`src/rtl/irl_pkg.sv`:
```
package irl_pkg;
  typedef enum logic [1:0] {
    SLOT_HOLD = 2'd0,
    SLOT_SET  = 2'd1,
    SLOT_CLR  = 2'd2
  } slot_act_e;
endpackage

```
`src/rtl/irl_level_reg.sv`:
```
module irl_level_reg #(
  parameter int LVL_W = 4
) (
  input  logic             clk_i,
  input  logic             rst_ni,
  input  logic [LVL_W-1:0] level_i,
  output logic [LVL_W-1:0] level_o
);
  always_ff @(posedge clk_i or negedge rst_ni) begin
    if (!rst_ni) level_o <= '0;
    else         level_o <= level_i;
  end
endmodule

```
`src/rtl/irl_target_dec.sv`:
```
module irl_target_dec #(
  parameter int LVL_W = 4,
  localparam int N_SRC = (1 << LVL_W) - 1
) (
  input  logic [LVL_W-1:0] level_i,
  output logic [N_SRC-1:0] tgt_o
);
  logic [LVL_W-1:0] pos;

  // inverted level indexes the chain; level 0 lands on N_SRC, beyond the chain
  assign pos = level_i ^ {LVL_W{1'b1}};

  for (genvar g = 0; g < N_SRC; g++) begin : g_dec
    assign tgt_o[g] = (pos == LVL_W'(g));
  end
endmodule

```
`src/rtl/irl_src_slot.sv`:
```
module irl_src_slot
  import irl_pkg::*;
(
  input  logic clk_i,
  input  logic rst_ni,
  input  logic tgt_i,
  input  logic en_zero_i,
  output logic asrt_o,
  output logic ast_pulse_o,
  output logic deast_pulse_o,
  output logic en_pulse_o
);
  slot_act_e act;

  always_comb begin
    act = SLOT_HOLD;
    if (tgt_i && !asrt_o)      act = SLOT_SET;
    else if (!tgt_i && asrt_o) act = SLOT_CLR;
  end

  always_ff @(posedge clk_i or negedge rst_ni) begin
    if (!rst_ni) begin
      asrt_o        <= 1'b0;
      ast_pulse_o   <= 1'b0;
      deast_pulse_o <= 1'b0;
      en_pulse_o    <= 1'b0;
    end else begin
      ast_pulse_o   <= (act == SLOT_SET);
      deast_pulse_o <= (act == SLOT_CLR);
      en_pulse_o    <= (act == SLOT_SET) && en_zero_i;
      case (act)
        SLOT_SET: asrt_o <= 1'b1;
        SLOT_CLR: asrt_o <= 1'b0;
        default:  asrt_o <= asrt_o;
      endcase
    end
  end
endmodule

```
`src/rtl/irl_level_decoder.sv`:
```
module irl_level_decoder #(
  parameter int LVL_W = 4,
  localparam int N_SRC = (1 << LVL_W) - 1
) (
  input  logic             clk_i,
  input  logic             rst_ni,
  input  logic [LVL_W-1:0] level_i,
  input  logic [N_SRC-1:0] en_zero_i,
  output logic [N_SRC-1:0] asrt_o,
  output logic [N_SRC-1:0] ast_pulse_o,
  output logic [N_SRC-1:0] deast_pulse_o,
  output logic [N_SRC-1:0] en_pulse_o
);
  logic [LVL_W-1:0] level_q;
  logic [N_SRC-1:0] tgt;

  irl_level_reg #(.LVL_W(LVL_W)) u_lvl (
    .clk_i  (clk_i),
    .rst_ni (rst_ni),
    .level_i(level_i),
    .level_o(level_q)
  );

  irl_target_dec #(.LVL_W(LVL_W)) u_dec (
    .level_i(level_q),
    .tgt_o  (tgt)
  );

  for (genvar g = 0; g < N_SRC; g++) begin : g_slot
    irl_src_slot u_slot (
      .clk_i        (clk_i),
      .rst_ni       (rst_ni),
      .tgt_i        (tgt[g]),
      .en_zero_i    (en_zero_i[g]),
      .asrt_o       (asrt_o[g]),
      .ast_pulse_o  (ast_pulse_o[g]),
      .deast_pulse_o(deast_pulse_o[g]),
      .en_pulse_o   (en_pulse_o[g])
    );
  end
endmodule

```
`config.mk`:
```
export PLATFORM = sky130hd
export DESIGN_NAME = irl_level_decoder
export DESIGN_NICKNAME = d
export VERILOG_FILES = /design/src/rtl/irl_pkg.sv /design/src/rtl/irl_level_reg.sv /design/src/rtl/irl_target_dec.sv /design/src/rtl/irl_src_slot.sv /design/src/rtl/irl_level_decoder.sv
export SDC_FILE = /design/constraint.sdc
export NUM_CORES = 1
export LEC_CHECK = 0
export BUFFER_PORTS_ARGS = -buffer_cell sky130_fd_sc_hd__buf_4
export CAP_MARGIN = 20
export CORE_UTILIZATION = 45
export DETAILED_ROUTE_END_ITERATION = 8
export GPL_TIMING_DRIVEN = 0
export PLACE_DENSITY = 0.69
export SETUP_SLACK_MARGIN = 0.15
export SKIP_LAST_GASP = 1
export SYNTH_ARGS = -nofsm -noshare
export SYNTH_HDL_FRONTEND = slang
export SYNTH_HIERARCHICAL = 1
export SYNTH_SLANG_ARGS = --single-unit
```
`constraint.sdc`:
```
create_clock -name clk_i -period 1.5 [get_ports clk_i]
set_input_delay 0.075 -clock clk_i [delete_from_list [all_inputs] [get_ports clk_i]]
set_output_delay 0.075 -clock clk_i [all_outputs]
set_load 0.05 [all_outputs]
```
# Word-level counts from Yosys, hierarchy flattened
# Cells that the tools add are included.
# W data, S select, Z words.
[totals]
out_inout_bits = 60
word_cells = 242
ff_bits = 64
[classes]
reduce_logical = 91
n_mux = 45
bitwise_logic = 1
n_eq_ne = 44
[ops]
columns = ["op", "n"]
rows = [
  ["$mux W2", 30],
  ["$logic_and A1 B1 Y1", 45],
  ["$eq A2 B1 Y1 const B", 15],
  ["$eq A2 B2 Y1 const B", 15],
  ["$logic_not A1 Y1", 30],
  ["$pmux W1 S2", 15],
  ["$reduce_bool A2 Y1", 15],
  ["$eq A4 B4 Y1 const B", 7],
  ["$eq A4 B3 Y1 const B", 4],
  ["$eq A4 B2 Y1 const B", 2],
  ["$eq A4 B1 Y1 const B", 1],
  ["$logic_not A4 Y1", 1],
  ["$not A4 Y4", 1],
]

# Logic depth before layout (Yosys ltp)
# Gate-level depths: netlist of run 1.
[logic_depth]
depth_word = 8
depth_mapped = 5
mapped_depth_nobuf = 4

# By module
# Netlist of run 1, hierarchy kept.
[modules_own_cells]
columns = ["mod", "area_each_um2", "cells_each", "instances"]
rows = [
  ["irl_src_slot", 160.2, 12, 15],
  ["irl_target_dec", 250.2, 19, 1],
  ["irl_level_reg", 100.1, 4, 1],
]

# Worst setup path before layout of run 1
# Ideal clock, no wire load.
[synth_timing]
path_type = "flip-flop to flip-flop"
from = "register u_lvl.level_o[0]"
to = "register g_slot[13].u_slot.asrt_o"
stages_incl_launch_ff = 6
required_time_ps = 1377
t_arrival_ps = 1231
setup_ps = 123
slack_ps = 147
path_buffers = 1
cell_sequence = "dfrtp_1 buf_6 nor4b_2 ha_1 nand2_1 o21ai_1"
[synth_between]
elab_chain_cells = 8
word_cells_on_any_way = 11
cone_classes = "3 x eq/ne; 3 x mux; 1 x bitwise; 4 x reduce/logical"
[synth_lines]
columns = ["item", "line_no", "text"]
rows = [
  ["from (decl)", "irl_level_reg.sv:7", "output logic [LVL_W-1:0] level_o"],
  ["from (signal assigned)", "irl_level_reg.sv:11", "else level_o <= level_i;"],
  ["$not A4 Y4 (no source line) (*)", "--", ""],
  ["$eq A4 B4 Y1 (*)", "irl_target_dec.sv:14", "assign tgt_o[g] = (pos == LVL_W'(g));"],
  ["named net tgt[13]", "irl_level_decoder.sv:15", "logic [N_SRC-1:0] tgt;"],
  ["$logic_not A1 Y1", "irl_src_slot.sv:18", "else if (!tgt_i && asrt_o) act = SLOT_CLR;"],
  ["$logic_and A1 B1 Y1", "irl_src_slot.sv:18", ""],
  ["$mux W2", "irl_src_slot.sv:18", ""],
  ["$mux W2 (*)", "irl_src_slot.sv:17", "if (tgt_i && !asrt_o) act = SLOT_SET;"],
  ["$eq A2 B2 Y1 or $eq A2 B1 Y1 (tied branches)", "irl_src_slot.sv:31", "case (act)"],
  ["$pmux W1 S2 or $reduce_bool A2 Y1 (tied branches)", "--", ""],
  ["to (signal assigned)", "irl_src_slot.sv:34", "default: asrt_o <= asrt_o;"],
  ["to (decl)", "irl_src_slot.sv:8", "output logic asrt_o,"],
]
# The timed path passes the listed nets; every way through them passes the cells marked *.
# A chain may end at the register's enable or synchronous reset.

# Worst setup path in the final report of run 1
[layout_timing]
from = "register u_lvl.level_o[0]"
to = "register g_slot[7].u_slot.asrt_o"
[layout_between]
elab_chain_cells = 8
word_cells_on_any_way = 11
cone_classes = "3 x eq/ne; 3 x mux; 1 x bitwise; 4 x reduce/logical"
[layout_lines]
columns = ["item", "line_no"]
rows = [
  ["$not A4 Y4 (no source line) (*)", "--"],
  ["$eq A4 B3 Y1 (*)", "irl_target_dec.sv:14"],
  ["named net tgt[7]", "irl_level_decoder.sv:15"],
  ["$logic_not A1 Y1", "irl_src_slot.sv:18"],
  ["$logic_and A1 B1 Y1", "irl_src_slot.sv:18"],
  ["$mux W2", "irl_src_slot.sv:18"],
  ["$mux W2 (*)", "irl_src_slot.sv:17"],
  ["$eq A2 B2 Y1 or $eq A2 B1 Y1 (tied branches)", "irl_src_slot.sv:31"],
  ["$pmux W1 S2 or $reduce_bool A2 Y1 (tied branches)", "--"],
  ["to (signal assigned)", "irl_src_slot.sv:34"],
  ["to (decl)", "irl_src_slot.sv:8"],
]
# Marks and branches as above.

==> results of run 1 <==
[cell type report]
type                            count  share of cell area [%]
Sequential cell                    64                    40.3
Buffer                              4                    1.13
Clock buffer                       12                    3.40
Inverter                           30                    2.84
Multi-Input combinational cell    105                    27.3
Tap cell                           75                    2.36
Clock inverter                      4                    1.13
Timing Repair Buffer              107                    21.5
[cell usage after synthesis]
cell	instances
and2_1	15
and4_2	1
and4b_1	2
and4b_2	2
and4bb_1	3
and4bb_2	3
buf_6	4
dfrtp_1	64
ha_1	45
inv_1	30
nand2_1	15
nor4b_2	2
nor4b_4	2
o21ai_1	15
[state kept, by name, indices dropped and copies added (netlist names)]
register,cells
g_slot.u_slot/asrt_o,15
g_slot.u_slot/ast_pulse_o,15
g_slot.u_slot/deast_pulse_o,15
g_slot.u_slot/en_pulse_o,15
u_lvl/level_o,4
[cells in the final DEF (no fill, tap or decap)]
cell type      netlist  layout
dfrtp_1             64      64
and2_1              15      15
and4b_1              2       2
inv_2                0       1
bufinv_16            0       1
nand2_1             15      15
buf_4                0      84
clkbuf_8             0       9
and4_2               1       1
buf_2                0       2
clkinv_2             0       3
o21ai_1             15      15
ha_1                45      39
and4bb_2             3       6
nor4b_4              2       4
clkbuf_1             0       3
dlygate4sd3_1        0      20
inv_1               30      29
and4b_2              2       2
buf_6                4       5
ha_4                 0       6
[layer usage]
| metal | track usage, % | share of wire, % | wire [µm] |
|---|---|---|---|
| met5 | 0 | 0 | 0 |
| met3 | 4.77 | 4.6 | 226 |
| met1 | 19.9 | 43 | 2120 |
| met2 | 27.4 | 50 | 2460 |
| met4 | 9.64 | 2.3 | 111 |
[through the flow]
step / total power [mW] / cells / utilization (%) / worst slack [ns]
floorplan: 4.70 / 203 / - / 0.147
global placement: 5.60 / 358 / 58.2 / -0.00229
detailed placement: 5.71 / 358 / 58.2 / -0.0282
CTS: 7.17 / 399 / 65.7 / 0.0765
global route: 7.66 / 401 / 67.1 / -0.00547
finish: 7.17 / 401 / 67.1 / 0.0562
[path summary, 6_finish.rpt]
check	start	endpoint	cells after the start
max	u_lvl/level_o[0]$_DFF_PN0_	g_slot[7].u_slot/asrt_o$_DFFE_PN0P_	5
min	rst_ni	g_slot[7].u_slot/ast_pulse_o$_DFF_PN0_	2
max reg2reg	u_lvl/level_o[0]$_DFF_PN0_	g_slot[7].u_slot/asrt_o$_DFFE_PN0P_	5
min reg2reg	g_slot[8].u_slot/asrt_o$_DFFE_PN0P_	g_slot[8].u_slot/asrt_o$_DFFE_PN0P_	2
max in group asynchronous	rst_ni	g_slot[2].u_slot/en_pulse_o$_DFF_PN0_	2
min in group clk_i	level_i[1]	u_lvl/level_o[1]$_DFF_PN0_	2
[cells by family (layout without fill, tap and decap cells)]
logic type      after synthesis  after routing
flops                        64             64
fa+ha+maj                    45             45
simple gates                 45             45
buf+inv                      34            157
compound gates               15             15
[timing repair]
action / CTS / global route
setup buffers: 4 / 0
hold endpoints to repair: 83 / 0
pin swaps: 9 / 14
resized for setup: 3 / 11
endpoints found under the setup margin: 12 / 15
hold buffers: 20 / 0
cloned: 1 / 2
[worst reg2reg max path, stage by stage, from the launching register on]
cell,delay [ns]
dfrtp_1,0.42
buf_6,0.16
nor4b_4,0.33
ha_1,0.30
nand2_1,0.06
o21ai_1,0.06
[power groups by stage]
stage / combinational, mW / sequential (mW) / clock [mW]
2_1_floorplan: 0.661 / 4.04 / 0
3_3_place_gp: 3.07 / 2.53 / 0
3_5_place_dp: 3.14 / 2.57 / 0
4_1_cts: 3.22 / 2.54 / 1.42
5_1_grt: 3.57 / 2.60 / 1.48
6_report: 3.27 / 2.53 / 1.37
==> flow_summary_export.csv, run 1 <==
group,metric,value,unit
synth,yosys_warnings,6,
routing,ant_nets,0,
clocking,htreeDepth,3,
placement,dp.final_hpwl,3220,µm
setup_path,startpoint_type,"flop",
synth,synth_cells,203,
synth,muxShareOfSynthArea,0,%
setup_path,critical-path-top-delay-family,"flip-flops",
timing,finalCritPeriodShare,96.3,%
setup_path,critPathBufInv,1,
global_routing,grt_pass1_vias,1754,
final_layout,drive_gt1_share,38.0,%
setup_path,cpPeakStageDelay,0.42,ns
placement,numPortBuffers,80,
synth,synth_top_family_by_area,"adder cells",
clocking,clock_path_buffers,2,
clocking,clkTransAtPathRegs,0.07,ns
routing,avgRoutedWirePerCell,12.2,µm
setup_path,worstPathArrival,1.66,ns
final_layout,fillers,445,
timing,finalHoldViolations,0,
floorplan,rows,28,
final_layout,nNetsFinal,387,
setup_path,critical_path.max_fanout,5,
pwr,p_int,3.97,mW
clocking,root_buffer,"clkbuf_8",
synth,synth_area,0.00275,mm²
synth,synth.area.top_cells,"dfrtp_1 (58%), ha_1 (20%), inv_1 (4.1%)",
timing,rsz0062_at_grt,"true",
synth,synth_top_area_cell,"dfrtp_1",
global_routing,grt_max_degree,65,
timing,hold-worst-slack,0.356,ns
synth,synth-xor-area-share,0,%
routing,dr_total_vias,1786,
timing,fin_setup_tns,0,ns
setup_path,crit_type,"flop to flop",
pwr,ir_drop,1170,µV
global_routing,track_usage,16.8,%
floorplan,die_height,80.2,µm
clocking,cts_tree,"yes",
timing,setup_viol,0,
setup_path,crit_chain,"buf_6, nor4b_4, ha_1, nand2_1, o21ai_1",
synth,synth-seq-cells,64,
outcome,status,"completed",
floorplan,die_x,80.2,µm
job,cap_viol_max_count,0,
floorplan,core,0.00592,mm²
floorplan,ios,81,
routing,drc,0,
timing,tightestPinTransition,0.769,ns
synth,synthSimpleGateAreaFrac,12.9,%
routing,drt_wl_total,4910,µm
pwr,swShare,44.5,%
clocking,clock_sinks,64,
floorplan,dieArea,0.00643,mm²
timing,timing.fmax,693,MHz
setup_path,end_kind,"flop",
final_layout,postLayoutCellArea,0.00397,mm²
timing,fin_crit,1.44,ns
placement,place_congestion,0.645,
routing,first_pass_iters,3,
synth,synth_compound_area_share,2.73,%
synth,synth_fa_ha_area_share,20.5,%
global_routing,overflow,0,
clocking,numCtsBuffers,9,
clocking,clkLatencyLatePin,0.33,ns
synth,netlist-cell-type-count,14,
pwr,combPwrFrac,45.7,%
pwr,p_sw,3.19,mW
setup_path,r2r_slack,0.06,ns
timing,clock_skew,0.0100,ns
pwr,p_leak,2.05,nW
pwr,seqPwrFrac,35.3,%
timing,final_max_slew_viol_count,0,
final_layout,diodes,0,
routing,via_per_inst,4.45,
pwr,powerDensity,1800,mW/mm²
floorplan,initial_core_util,46.5,%
final_layout,area_growth,44.3,%
global_routing,grt_pass1_wl,7890,µm
global_routing,grt_antenna_before_repair,0,
pwr,pwr-share-clk,19.1,%
synth,synth.top_cell.area_share,58.2,%
final_layout,multi_input_area,0.00109,mm²
routing,drt_iter0_drc,34,
final_layout,ff_latch_area,0.00160,mm²
synth,seq_area_frac_synth,58.2,%
synth,synthesis.nets,269,
setup_path,cp_data_required_time,1.72,ns
placement,postPlaceCellArea,0.00345,mm²
synth,avgSynthCellArea,13.6,µm²
hold_path,hold_class,"primary input to async pin",
setup_path,slowest_stage,"dfrtp_1",
timing,slew_headroom,48.7,%
Note: power is estimated with default switching activity, not from simulation.
==> run 2: changes to the inputs <==
--- a/config.mk
+++ b/config.mk
@@ -10,6 +10,7 @@
 export CORE_UTILIZATION = 45
 export DETAILED_ROUTE_END_ITERATION = 8
 export GPL_TIMING_DRIVEN = 0
+export MAX_ROUTING_LAYER = met4
 export PLACE_DENSITY = 0.69
 export SETUP_SLACK_MARGIN = 0.15
 export SKIP_LAST_GASP = 1
==> run 2 against run 1 <==
Effect of this change:
- hold slack about the same
- final area unchanged
- clock skew about the same
- count of clock-buffer cells in the layout unchanged
- largest cell class unchanged
- power about the same
- cell count unchanged
- critical path type unchanged
- wire length up 0.14%
- die area unchanged
- sequential power about the same
- critical endpoint unchanged
- sequential cell count unchanged
- highest routed layer unchanged
- register-to-register slack about the same
==> flow_summary_export.csv, run 2 (same netlist as run 1, synthesis figures left out) <==
group,metric,value,unit
outcome,status,"completed",
clocking,clkTransAtPathRegs,0.06,ns
timing,slew_headroom,48.7,%
final_layout,multi_input_area,0.00109,mm²
final_layout,diodes,0,
final_layout,area_growth,44.3,%
setup_path,r2r-end,"g_slot[7].u_slot/asrt_o$_DFFE_PN0P_",
timing,final_max_slew_viol_count,0,
global_routing,overflow,0,
pwr,p_leak,2.05,nW
routing,met3_length,213,µm
timing,clock_skew,0.00986,ns
clocking,numCtsBuffers,9,
setup_path,timing.rr.start,"u_lvl/level_o[0]$_DFF_PN0_",
placement,place_congestion,0.651,
job,cap_viol_max_count,0,
timing,fin_crit,1.45,ns
setup_path,worstSetupEndpoint,"g_slot[7].u_slot/asrt_o$_DFFE_PN0P_",
timing,tightestPinTransition,0.770,ns
setup_path,end_kind,"flop",
routing,drc,0,
routing,topRoutingLayerUsed,"met4",
routing,met1Wirelength,2130,µm
clocking,clkLatencyLatePin,0.33,ns
final_layout,layout_commonest_cell,"buf_4",
final_layout,nNetsFinal,387,
setup_path,startpoint_type,"flop",
final_layout,ff_latch_area,0.00160,mm²
final_layout,postLayoutCellArea,0.00397,mm²
pwr,powerDensity,1800,mW/mm²
final_layout,final_cell_mix,"buf_4 (84), dfrtp_1 (64), ha_1 (39)",
placement,dp.final_hpwl,3220,µm
floorplan,ios,81,
hold_path,hold_class,"primary input to async pin",
pwr,ir_drop,1170,µV
timing,setup_viol,0,
setup_path,cp_data_required_time,1.72,ns
clocking,clock_path_buffers,2,
floorplan,core,0.00592,mm²
timing,timing.fmax,691,MHz
global_routing,grt_antenna_before_repair,0,
placement,postPlaceCellArea,0.00345,mm²
global_routing,grt_max_degree,65,
routing,ant_nets,0,
floorplan,initial_core_util,46.5,%
setup_path,critical_path.max_fanout,5,
setup_path,worstPathArrival,1.67,ns
routing,avgRoutedWirePerCell,12.3,µm
routing,dr_total_vias,1786,
clocking,htreeDepth,3,
clocking,clock_sinks,64,
global_routing,grt_pass1_wl,7890,µm
setup_path,r2r_slack,0.05,ns
routing,drt_iter0_drc,42,
routing,first_pass_iters,3,
setup_path,startpoint,"u_lvl/level_o[0]$_DFF_PN0_",
routing,via_per_inst,4.45,
routing,dr_wl_met2,2480,µm
floorplan,die_x,80.2,µm
setup_path,crit_type,"flop to flop",
placement,numPortBuffers,80,
clocking,root_buffer,"clkbuf_8",
routing,drt_wl_total,4920,µm
timing,rsz0062_at_grt,"true",
timing,finalCritPeriodShare,96.5,%
timing,finalHoldViolations,0,
setup_path,reg2reg_depth,5,
final_layout,drive_gt1_share,38.0,%
floorplan,rows,28,
floorplan,die_height,80.2,µm
floorplan,dieArea,0.00643,mm²
clocking,cts_tree,"yes",
global_routing,track_usage,17.3,%
pwr,totalPowerFinal,7.17,mW
final_layout,fillers,445,
global_routing,grt_pass1_vias,1754,
## run 2: routing by layer
layer,GRT usage (%),vias up
met5,-,-
met4,9.64,0
met2,27.4,51
met3,4.43,9
met1,20.1,846
li1,-,880
## run 2: power by group
part           leakage, nW  total, mW  internal, mW  switching (mW)
sequential           0.824       2.53          2.17           0.357
combinational         1.14       3.27          1.04            2.23
clock               0.0941       1.37         0.761           0.606
total                 2.05       7.17          3.97            3.19
## run 2: worst max-delay path: stages, from the launching register on
cell and delay, ns:
dfrtp_1 0.42, buf_6 0.16, nor4b_4 0.33, ha_1 0.30
nand2_1 0.06, o21ai_1 0.06
## run 2: metrics by stage
stage | util, % | setup WS [ns] | setup TNS [ns] | instances | hold slack, ns
after CTS | 65.7 | 0.0765 | 0 | 399 | 0.384
after global routing | 67.1 | -0.00547 | -0.00869 | 401 | 0.389
after floorplan | - | 0.147 | 0 | 203 | -0.221
final | 67.1 | 0.0523 | 0 | 401 | 0.356
after detailed placement | 58.2 | -0.0282 | -0.0282 | 358 | 0.185
after global placement | 58.2 | -0.00229 | -0.00229 | 358 | 0.185
## run 2: final cells by class
class | count | area share, %
Tap cell | 75 | 2.36
Clock buffer | 12 | 3.40
Clock inverter | 4 | 1.13
Inverter | 30 | 2.84
Sequential cell | 64 | 40.3
Timing Repair Buffer | 107 | 21.5
Buffer | 4 | 1.13
Multi-Input combinational cell | 105 | 27.3
## run 2: worst min-delay path by stage
stage / startpoint / to / cells after the start
6_report: rst_ni / g_slot[7].u_slot/ast_pulse_o$_DFF_PN0_ / 2
5_1_grt: level_i[3] / u_lvl/level_o[3]$_DFF_PN0_ / 2
4_1_cts: level_i[0] / u_lvl/level_o[0]$_DFF_PN0_ / 2
3_5_place_dp: level_i[2] / u_lvl/level_o[2]$_DFF_PN0_ / 1
3_3_place_gp: level_i[0] / u_lvl/level_o[0]$_DFF_PN0_ / 1
2_1_floorplan: rst_ni / g_slot[0].u_slot/asrt_o$_DFFE_PN0P_ / 0
## run 2: repair_timing
item | CTS | global route
hold endpoints to repair | 83 | 0
buffers inserted | 4 | 0
hold buffers | 20 | 0
cloned | 1 | 2
gates resized for setup | 3 | 11
pin swaps | 9 | 14
setup endpoints to repair | 12 | 15
